File: config.mk
export PLATFORM = sky130hd
export DESIGN_NAME = uart_frame_rx
export DESIGN_NICKNAME = d
export VERILOG_FILES = /design/src/rtl/uart_rx_pkg.sv /design/src/rtl/uart_rx_sync.sv /design/src/rtl/uart_rx_idle_qual.sv /design/src/rtl/uart_rx_engine.sv /design/src/rtl/uart_rx_outbuf.sv /design/src/rtl/uart_frame_rx.sv
export SDC_FILE = /design/constraint.sdc
export NUM_CORES = 1
export LEC_CHECK = 0
export BUFFER_PORTS_ARGS = -buffer_cell sky130_fd_sc_hd__buf_2
export CAP_MARGIN = 5
export CORE_MARGIN = 5
export CORE_UTILIZATION = 35
export CTS_CLUSTER_SIZE = 24
export DETAILED_ROUTE_END_ITERATION = 12
export PLACE_DENSITY_LB_ADDON = 0.2
export SLEW_MARGIN = 20
export SYNTH_ARGS = -nofsm -noshare
export SYNTH_HDL_FRONTEND = slang
export SYNTH_SLANG_ARGS = --single-unit
File: constraint.sdc
create_clock -name clk -period 6.2 [get_ports clk]
set_clock_uncertainty 0.2 [all_clocks]
set_input_delay 0.31 -clock clk [delete_from_list [all_inputs] [get_ports clk]]
set_output_delay 0.31 -clock clk [all_outputs]
set_load 0.03 [all_outputs]
File: src/rtl/uart_rx_pkg.sv
package uart_rx_pkg;
  typedef enum logic [2:0] {
    ST_QUAL,
    ST_HUNT,
    ST_START,
    ST_DATA,
    ST_PAR,
    ST_STOP,
    ST_HALF
  } rx_state_e;

  localparam logic [1:0] PAR_EVEN = 2'd1;
  localparam logic [1:0] PAR_ODD  = 2'd2;
  localparam logic [1:0] STOP_ONE_HALF = 2'd1;
endpackage

File: src/rtl/uart_rx_sync.sv
module uart_rx_sync #(
  parameter int STAGES = 2
) (
  input  logic clk,
  input  logic rst_n,
  input  logic din,
  output logic dout
);
  logic [STAGES-1:0] pipe;

  generate
    for (genvar g = 0; g < STAGES; g++) begin : g_stage
      always_ff @(posedge clk or negedge rst_n) begin
        if (!rst_n) pipe[g] <= 1'b1;
        else if (g == 0) pipe[g] <= din;
        else pipe[g] <= pipe[(g == 0) ? 0 : g-1];
      end
    end
  endgenerate

  assign dout = pipe[STAGES-1];
endmodule

File: src/rtl/uart_rx_idle_qual.sv
module uart_rx_idle_qual #(
  parameter int IDLE_TICKS = 16
) (
  input  logic clk,
  input  logic rst_n,
  input  logic tick,
  input  logic line,
  input  logic enable,
  output logic qualified
);
  localparam int QW = $clog2(IDLE_TICKS + 1);
  localparam logic [QW-1:0] QMAX = QW'(IDLE_TICKS);

  logic [QW-1:0] run_q;

  always_ff @(posedge clk or negedge rst_n) begin
    if (!rst_n) run_q <= '0;
    else if (!enable) run_q <= '0;
    else if (tick) begin
      if (!line) run_q <= '0;
      else if (run_q != QMAX) run_q <= run_q + 1'b1;
    end
  end

  assign qualified = (run_q == QMAX);
endmodule

File: src/rtl/uart_rx_engine.sv
module uart_rx_engine
  import uart_rx_pkg::*;
#(
  parameter int OSR      = 16,
  parameter int DATA_MAX = 8,
  parameter int LEN_W    = 2
) (
  input  logic                clk,
  input  logic                rst_n,
  input  logic                tick,
  input  logic                line,
  input  logic                qualified,
  input  logic [LEN_W-1:0]    cfg_len,
  input  logic [1:0]          cfg_par,
  input  logic [1:0]          cfg_stop,
  output logic                in_qual,
  output logic                done,
  output logic [DATA_MAX-1:0] res_data,
  output logic                res_perr,
  output logic                res_ferr,
  output logic                res_brk
);
  localparam int CNT_W    = $clog2(OSR);
  localparam int HALF     = OSR / 2;
  localparam int IDX_W    = (DATA_MAX > 1) ? $clog2(DATA_MAX) : 1;
  localparam int MIN_BITS = DATA_MAX - (2**LEN_W) + 1;
  localparam logic [CNT_W-1:0] CNT_HALF = CNT_W'(HALF - 1);
  localparam logic [CNT_W-1:0] CNT_FULL = CNT_W'(OSR - 1);

  rx_state_e           state, st_n;
  logic [CNT_W-1:0]    cnt, cnt_n;
  logic [IDX_W-1:0]    bidx, bidx_n, last_idx;
  logic [DATA_MAX-1:0] shreg, sh_n;
  logic                par_bit, par_n;
  logic                any_high, any_n;
  logic                stop_low, slow_n;
  logic                sidx, sidx_n;
  logic                fin, par_en, ones, mismatch, brk_n;

  assign par_en   = (cfg_par == PAR_EVEN) || (cfg_par == PAR_ODD);
  assign last_idx = IDX_W'(MIN_BITS - 1) + IDX_W'(cfg_len);
  assign in_qual  = (state == ST_QUAL);

  always_comb begin
    st_n   = state;
    cnt_n  = cnt;
    bidx_n = bidx;
    sh_n   = shreg;
    par_n  = par_bit;
    any_n  = any_high;
    slow_n = stop_low;
    sidx_n = sidx;
    fin    = 1'b0;
    if (tick) begin
      case (state)
        ST_QUAL: if (qualified) st_n = ST_HUNT;
        ST_HUNT: if (!line) begin
          st_n  = ST_START;
          cnt_n = '0;
        end
        ST_START: begin
          if (cnt == CNT_HALF) begin
            cnt_n = '0;
            if (!line) begin
              st_n   = ST_DATA;
              bidx_n = '0;
              sh_n   = '0;
              any_n  = 1'b0;
              slow_n = 1'b0;
              sidx_n = 1'b0;
              par_n  = 1'b0;
            end else begin
              st_n = ST_HUNT;
            end
          end else cnt_n = cnt + 1'b1;
        end
        ST_DATA: begin
          if (cnt == CNT_FULL) begin
            cnt_n      = '0;
            sh_n[bidx] = line;
            any_n      = any_high | line;
            if (bidx == last_idx) st_n = par_en ? ST_PAR : ST_STOP;
            else bidx_n = bidx + 1'b1;
          end else cnt_n = cnt + 1'b1;
        end
        ST_PAR: begin
          if (cnt == CNT_FULL) begin
            cnt_n = '0;
            par_n = line;
            any_n = any_high | line;
            st_n  = ST_STOP;
          end else cnt_n = cnt + 1'b1;
        end
        ST_STOP: begin
          if (cnt == CNT_FULL) begin
            cnt_n  = '0;
            slow_n = stop_low | !line;
            any_n  = any_high | line;
            if (!sidx && cfg_stop == STOP_ONE_HALF) st_n = ST_HALF;
            else if (!sidx && cfg_stop[1]) sidx_n = 1'b1;
            else fin = 1'b1;
          end else cnt_n = cnt + 1'b1;
        end
        ST_HALF: begin
          if (cnt == CNT_HALF) begin
            cnt_n = '0;
            fin   = 1'b1;
          end else cnt_n = cnt + 1'b1;
        end
        default: st_n = ST_QUAL;
      endcase
      if (fin) st_n = slow_n ? ST_QUAL : ST_HUNT;
    end
  end

  assign ones     = (^sh_n) ^ par_n;
  assign mismatch = (cfg_par == PAR_ODD) ? !ones : ones;
  assign brk_n    = !any_n;

  always_ff @(posedge clk or negedge rst_n) begin
    if (!rst_n) begin
      state    <= ST_QUAL;
      cnt      <= '0;
      bidx     <= '0;
      shreg    <= '0;
      par_bit  <= 1'b0;
      any_high <= 1'b0;
      stop_low <= 1'b0;
      sidx     <= 1'b0;
      done     <= 1'b0;
      res_data <= '0;
      res_perr <= 1'b0;
      res_ferr <= 1'b0;
      res_brk  <= 1'b0;
    end else begin
      state    <= st_n;
      cnt      <= cnt_n;
      bidx     <= bidx_n;
      shreg    <= sh_n;
      par_bit  <= par_n;
      any_high <= any_n;
      stop_low <= slow_n;
      sidx     <= sidx_n;
      done     <= fin;
      if (fin) begin
        res_data <= brk_n ? '0 : sh_n;
        res_brk  <= brk_n;
        res_ferr <= slow_n & !brk_n;
        res_perr <= par_en & mismatch & !brk_n;
      end
    end
  end
endmodule

File: src/rtl/uart_rx_outbuf.sv
module uart_rx_outbuf #(
  parameter int DATA_MAX = 8
) (
  input  logic                clk,
  input  logic                rst_n,
  input  logic                load,
  input  logic [DATA_MAX-1:0] in_data,
  input  logic                in_perr,
  input  logic                in_ferr,
  input  logic                in_brk,
  input  logic                ready,
  output logic                valid,
  output logic [DATA_MAX-1:0] data,
  output logic                perr,
  output logic                ferr,
  output logic                brk
);
  always_ff @(posedge clk or negedge rst_n) begin
    if (!rst_n) begin
      valid <= 1'b0;
      data  <= '0;
      perr  <= 1'b0;
      ferr  <= 1'b0;
      brk   <= 1'b0;
    end else if (load) begin
      valid <= 1'b1;
      data  <= in_data;
      perr  <= in_perr;
      ferr  <= in_ferr;
      brk   <= in_brk;
    end else if (valid && ready) begin
      valid <= 1'b0;
    end
  end
endmodule

File: src/rtl/uart_frame_rx.sv
module uart_frame_rx #(
  parameter int OSR        = 16,
  parameter int DATA_MAX   = 8,
  parameter int LEN_W      = 2,
  parameter int IDLE_TICKS = 16,
  parameter int SYNC_STAGES = 2
) (
  input  logic                clk,
  input  logic                rst_n,
  input  logic                tick16,
  input  logic                rxd_in,
  input  logic [LEN_W-1:0]    cfg_len,
  input  logic [1:0]          cfg_par,
  input  logic [1:0]          cfg_stop,
  output logic                out_valid,
  input  logic                out_ready,
  output logic [DATA_MAX-1:0] out_data,
  output logic                par_err,
  output logic                frm_err,
  output logic                brk
);
  logic                line_s, qualified, in_qual, frame_done;
  logic [DATA_MAX-1:0] res_data;
  logic                res_perr, res_ferr, res_brk;

  uart_rx_sync #(.STAGES(SYNC_STAGES)) u_sync (
    .clk(clk), .rst_n(rst_n), .din(rxd_in), .dout(line_s)
  );

  uart_rx_idle_qual #(.IDLE_TICKS(IDLE_TICKS)) u_qual (
    .clk(clk), .rst_n(rst_n), .tick(tick16), .line(line_s),
    .enable(in_qual), .qualified(qualified)
  );

  uart_rx_engine #(.OSR(OSR), .DATA_MAX(DATA_MAX), .LEN_W(LEN_W)) u_eng (
    .clk(clk), .rst_n(rst_n), .tick(tick16), .line(line_s),
    .qualified(qualified), .cfg_len(cfg_len), .cfg_par(cfg_par),
    .cfg_stop(cfg_stop), .in_qual(in_qual), .done(frame_done),
    .res_data(res_data), .res_perr(res_perr), .res_ferr(res_ferr),
    .res_brk(res_brk)
  );

  uart_rx_outbuf #(.DATA_MAX(DATA_MAX)) u_out (
    .clk(clk), .rst_n(rst_n), .load(frame_done), .in_data(res_data),
    .in_perr(res_perr), .in_ferr(res_ferr), .in_brk(res_brk),
    .ready(out_ready), .valid(out_valid), .data(out_data),
    .perr(par_err), .ferr(frm_err), .brk(brk)
  );
endmodule

==> results of run 1 <==
## cells in the final DEF (no fill, tap or decap), drive strengths merged, types with 2 or more instances in the layout
cell	count
a211oi	3
a21o	4
a21oi	12
a2bb2oi	2
a31oi	2
and3	2
and4b	2
buf	23
clkbuf	5
dfrtp	51
dfstp	2
dlygate4sd3	2
ha	5
inv	17
mux2	13
nand2	42
nand2b	5
nand3	14
nand4	2
nand4b	2
nor2	18
nor2b	2
nor3	6
nor4	4
o211a	2
o21a	3
o21ai	19
o31a	2
o31ai	8
or2	3
or3	2
xnor2	9
xor2	4
## critical path, stage by stage, from the launching register on
cell and delay (ps):
dfrtp_1 800, inv_1 200, nor3_1 460, o2bb2ai_2 230, nand2_1 470, o41ai_2 420
## flip-flops by register name, summed over array words and instances (netlist names)
signal and cells:
u_eng.par_bit 1, u_out.ferr 1, u_eng.stop_low 1, u_out.data 8, u_out.brk 1, u_sync.pipe 1, u_eng.shreg 8, u_qual.run_q 5
u_out.valid 1, u_sync.dout 1, u_eng.res_perr 1, u_eng.done 1, u_out.perr 1, u_eng.res_ferr 1, u_eng.sidx 1, u_eng.res_brk 1
u_eng.bidx 3, u_eng.res_data 8, u_eng.state 3, u_eng.cnt 4, u_eng.any_high 1
## kinds of logic after synthesis
kind of cell,synth area share
and+or+nand+nor,0.204
AOI/OAI and AO/OA,0.180
DFF,0.450
buffers and inverters,0.0542
xor gates and xnor gates,0.0411
muxes,0.0496
adders and majority gates,0.0212
## Yosys cell counts, types with 5 or more instances
library cell	number	share of area
inv_1	13	0.017
dfrtp_1	51	0.43
nand2_1	41	0.052
mux2_2	11	0.042
a21oi_1	11	0.019
nand3_1	13	0.022
o21ai_0	12	0.020
buf_4	5	0.013
nor3_1	6	0.010
xnor2_1	8	0.024
nor2_1	17	0.022
o31ai_1	6	0.015
nand2b_1	5	0.011
o21ai_1	7	0.012
ha_1	5	0.021
## worst paths after layout
| kind | slack [ps] | from | endpoint |
|---|---|---|---|
| max in group asynchronous | 4890 | rst_n | u_eng.sidx |
| min in group asynchronous | 440 | rst_n | u_eng.state[2] |
| worst max register to register | 3310 | u_eng.state[0] | u_eng.res_perr |
| worst min-delay path | 50 | out_ready | u_out.valid |
| worst max-delay path | 3310 | u_eng.state[0] | u_eng.res_perr |
| worst min register to register | 160 | u_sync.pipe[0] | u_sync.dout |
## per-layer routing
metal  share of wire  GRT usage  routed length (µm)
met3           0.040     0.0253                 251
met5               0          0                   0
met2            0.43      0.190                2700
met1            0.51      0.193                3140
met4           0.019     0.0484                 121
## area by class of cell
cell class | count | area (µm²) | share of cell area
timing repair buffer | 25 | 138 | 0.0429
tap | 105 | 131 | 0.0409
sequential | 53 | 1330 | 0.414
clock inverter | 3 | 21.3 | 0.00662
multi-input combinational | 211 | 1460 | 0.456
inverter | 16 | 60.1 | 0.0187
clock buffer | 5 | 68.8 | 0.0214
## through the flow
stage                     hold slack (ps)  utilization
final                                52.1        0.391
after global routing                 62.7        0.391
after CTS                            47.0        0.391
after detailed placement              148        0.377
after global placement                148        0.377
after floorplan                      -186            -
## power by group through the flow
stage	sequential (W)	clock (W)	combinational (W)
final	0.000437	0.000204	0.000221
after global routing	0.000443	0.000229	0.000248
after CTS	0.000436	0.000212	0.000223
after detailed placement	0.000443	0	0.000220
after global placement	0.000442	0	0.000221
after floorplan	0.000386	0	0.000239
==> results.py, run 1 <==
metrics = {
    "final_layout": {
        "fill_cells": 804,
        "synthToLayoutAreaGrowth_pct": 8.77,
        "layoutNonFillerInstCount": 418,
        "fin_area_um2": 3210,
        "fin_nets": 328,
        "diodes": 0,
        "drive_gt1_frac": 0.230,
    },
    "min_path": {
        "whs_path_depth": 3,
        "min_path_type": "input port to register",
    },
    "timing": {
        "tightest_slew_ps": 842,
        "slew_headroom": 0.432,
        "timing.fmax_mhz": 347,
        "final-hold-violation-count": 0,
        "setup_slack_ps": 3310,
        "min_period_ps": 2890,
        "drv_slew": 0,
        "finalSetupViolCount": 0,
        "rsz0062_at_grt": "false",
        "post-route-period-util": 0.465,
        "setup_tns_ps": 0,
    },
    "drt": {
        "vias": 2188,
        "vias_per_cell": 5.23,
        "drt-initial-drc-count": 84,
        "drc": 0,
        "wl_mm": 6.22,
        "ant_nets": 0,
        "post_drt_wl_per_cell_um": 14.9,
        "firstDrtPassIters": 4,
    },
    "floorplanning": {
        "dieHeight_um": 102,
        "die_x_um": 102,
        "start_util": 0.359,
        "core_area_um2": 8220,
        "die_area_um2": 10400,
        "pin_count": 23,
        "rows": 33,
    },
    "power": {
        "p_clk_frac": 0.237,
        "swShare": 0.363,
        "p_seq_frac": 0.507,
        "p_int_w": 0.000549,
        "power_leakage_nw": 1.56,
        "p_sw_w": 0.000313,
        "power_density_nw_per_um2": 269,
        "p_total_w": 0.000863,
        "ir_drop_v": 0.000109,
        "combPwrFrac": 0.256,
    },
    "global_route": {
        "grt_max_degree": 54,
        "grt-ovfl-total": 0,
        "grt_antenna_before_repair": 0,
        "grt_first_pass_wirelength_mm": 10.6,
        "grt_pass1_vias": 2008,
        "grtUsageTotal": 0.131,
    },
    "logic_synthesis": {
        "ys_warn_count": 0,
        "yosysSeqAreaShare": 0.450,
        "ys_seq_elements": 53,
        "synth-main-ff-cell": "dfrtp_1",
        "synth.avg_cell_area_um2": 10.0,
        "synth_edf_count": 0,
        "synthCells": 295,
        "netlist_area_um2": 2950,
        "yosysUniqueCellTypes": 70,
        "synth_nets": 311,
        "synth-async-reset-ratio": 1.00,
    },
    "cts": {
        "numCtsBuffers": 5,
        "cts_tree": "done",
        "cts.sinks": 53,
        "clock_path_buffers": 2,
        "ctsResizeCount": 0,
        "cts_setup_buffers": 0,
        "clk_pin_slew_ps": 110,
        "ctsHoldBuffers": 2,
        "htreeDepth": 2,
        "clk_latency_ps": 310,
        "cts_root_buf": "clkbuf_8",
    },
    "place": {
        "dp.cells": 408,
        "place_ws_ps": 3360,
        "globalplace.congestion": 0.766,
        "postPlaceCellArea_um2": 3100,
        "io_buffers": 22,
        "dpl.hpwl_mm": 4.45,
    },
    "job": {
        "maxCapViolCount": 0,
    },
    "critical_path": {
        "cp.arrival_ps": 2900,
        "cp-end-kind": "register",
        "r2r.worst_path.cells": 5,
        "critPathKind": "register to register",
        "worstPathMaxFanout": 23,
        "required_ps": 6210,
        "start_kind": "register",
    },
    "run_status": {
        "status": "finished, final reports clean",
    },
}
(Power assumes the default switching activity.)
==> inputs of run 2 (changes only) <==
==> constraint.sdc (replaced) <==
create_clock -name clk -period 2.9 [get_ports clk]
set_clock_uncertainty 0.2 [all_clocks]
set_input_delay 0.145 -clock clk [delete_from_list [all_inputs] [get_ports clk]]
set_output_delay 0.145 -clock clk [all_outputs]
set_load 0.03 [all_outputs]
==> run 2 against run 1 <==
Via count up 0.55%; critical endpoint unchanged; utilization increased by 1.1 points; routed wire length increased by 1.5%.
==> results.py, run 2 (synthesis gave the netlist of run 1 again) <==
metrics = {
    "global_route": {
        "grtUsageMet1": 0.176,
        "grt_pass1_vias": 2114,
        "grtUsageTotal": 0.130,
        "grt_use_met2": 0.213,
        "gr-usage-met3": 0.0239,
        "grt_max_degree": 38,
        "grt-ovfl-total": 0,
        "grt.busiest_layer": "met2",
        "grt_antenna_before_repair": 0,
        "grt_first_pass_wirelength_mm": 10.6,
    },
    "cts": {
        "cts_setup_buffers": 0,
        "cts_tree": "done",
        "cts.sinks": 53,
        "htreeDepth": 2,
        "cts_root_buf": "clkbuf_8",
        "clk_latency_ps": 310,
        "clock_path_buffers": 2,
        "numCtsBuffers": 5,
        "clk_pin_slew_ps": 90,
    },
    "timing": {
        "tightest_slew_ps": 878,
        "post-route-period-util": 0.902,
        "final-hold-violation-count": 0,
        "whs_ps": 27.4,
        "min_period_ps": 2620,
        "timing.fmax_mhz": 382,
        "finalSetupViolCount": 0,
        "rsz0062_at_grt": "false",
        "slew_headroom": 0.415,
        "setup_tns_ps": 0,
        "drv_slew": 0,
    },
    "drt": {
        "vias": 2200,
        "firstDrtPassIters": 6,
        "vias_per_cell": 5.13,
        "drt-initial-drc-count": 96,
        "ant_nets": 0,
        "drc": 0,
        "wl_mm": 6.32,
        "post_drt_wl_per_cell_um": 14.7,
    },
    "final_layout": {
        "diodes": 0,
        "fin_nets": 339,
        "mostFrequentLayoutCells": "dfrtp_1, nand2_1, buf_2",
        "layoutNonFillerInstCount": 429,
        "final_common_cell": "dfrtp_1",
        "fin_area_um2": 3300,
        "top_regs": "u_eng.res_data (8), u_eng.shreg (8), u_out.data (8)",
        "synthToLayoutAreaGrowth_pct": 11.7,
        "fill_cells": 831,
        "drive_gt1_frac": 0.250,
    },
    "place": {
        "globalplace.congestion": 0.828,
        "io_buffers": 22,
        "dpl.hpwl_mm": 4.57,
        "dp.cells": 417,
        "postPlaceCellArea_um2": 3170,
    },
    "run_status": {
        "status": "finished, final reports clean",
    },
    "min_path": {
        "hp-start": "cfg_par[1]",
        "min_path_type": "input port to register",
    },
    "critical_path": {
        "path_cells": "ha_2 > nand4_4 > nor3b_2 > a2bb2oi_2 > a21boi_2 > o221ai_1 > xnor2_1 > xnor2_1 > o41ai_2",
        "cp_common_cell": "xnor2_1",
        "timing.critical_path.from": "u_eng.cnt[0]",
        "r2r_setup_slack_ps": 280,
        "crit_path_end": "u_eng.res_perr",
        "start_kind": "register",
        "cpPeakStageDelay_ps": 400,
        "required_ps": 2910,
        "rr_endpoint": "u_eng.res_perr",
        "slowest_stage": "dfrtp_1",
        "worstPathMaxFanout": 8,
        "crit-reg2reg-launch": "u_eng.cnt[0]",
        "cp-end-kind": "register",
        "critPathKind": "register to register",
        "r2r.worst_path.cells": 9,
        "cp.arrival_ps": 2630,
    },
    "job": {
        "maxCapViolCount": 0,
    },
    "power": {
        "power_leakage_nw": 1.61,
        "power_density_nw_per_um2": 566,
        "ir_drop_v": 0.000213,
        "p_total_w": 0.00187,
    },
    "floorplanning": {
        "core_area_um2": 8220,
        "dieHeight_um": 102,
        "die_x_um": 102,
        "pin_count": 23,
        "rows": 33,
        "die_area_um2": 10400,
        "start_util": 0.359,
    },
}
[run 2: cell types whose count changed in the layout (fill, tap and decap cells not counted), sizes merged]
cell         delta
buf             +9
clkbuf          +1
dlygate4sd3     +2
clkinvlp        -1
[run 2: metal layers]
layer | vias to the layer above | wire length, µm
li1 | 1099 | -
met1 | 1065 | 3030
met2 | 32 | 3040
met3 | 4 | 174
met4 | 0 | 72
met5 | - | 0
[run 2: repair_timing]
action	CTS	global route
resized for setup	0	1
endpoints found under the hold margin	37	0
endpoints found under the setup margin	0	1
hold buffers	4	0
[run 2: worst max-delay path: cells and delay by family (launching register included)]
kind / cells / cell delay [ps]
fa+ha+maj: 1 / 320
xor+xnor: 2 / 350
compound gates: 4 / 810
flops: 1 / 400
simple gates: 2 / 460
[run 2: how the worst min path moves through the flow]
stage                endpoint  slack [ps]  cells past startpoint
6_report       u_eng.res_perr          30                      3
5_1_grt        u_eng.res_perr          40                      3
4_1_cts        u_eng.res_perr          40                      3
3_3_place_gp   u_sync.pipe[0]          50                      1
2_1_floorplan  u_eng.any_high        -350                      0
3_5_place_dp   u_sync.pipe[0]          50                      1
[run 2: area by class of cell]
class	count	area, µm²	share of cell area
Timing Repair Buffer	36	225	0.0683
Clock buffer	6	72.6	0.0220
Clock inverter	2	13.8	0.00417
Inverter	16	60.1	0.0182
Sequential cell	53	1330	0.403
Multi-Input combinational cell	211	1470	0.445
Tap cell	105	131	0.0398
[run 2: stage by stage]
step,utilization,setup WS (ps)
after floorplan,-,489
after global placement,0.386,270
after detailed placement,0.386,229
after CTS,0.401,177
after global routing,0.401,87.6
final,0.401,284
[run 2: where the power goes]
part,internal (W),switching [W],total (W)
clock network,0.000173,0.000244,0.000417
registers,0.000789,0.0000866,0.000876
logic,0.000248,0.000327,0.000575
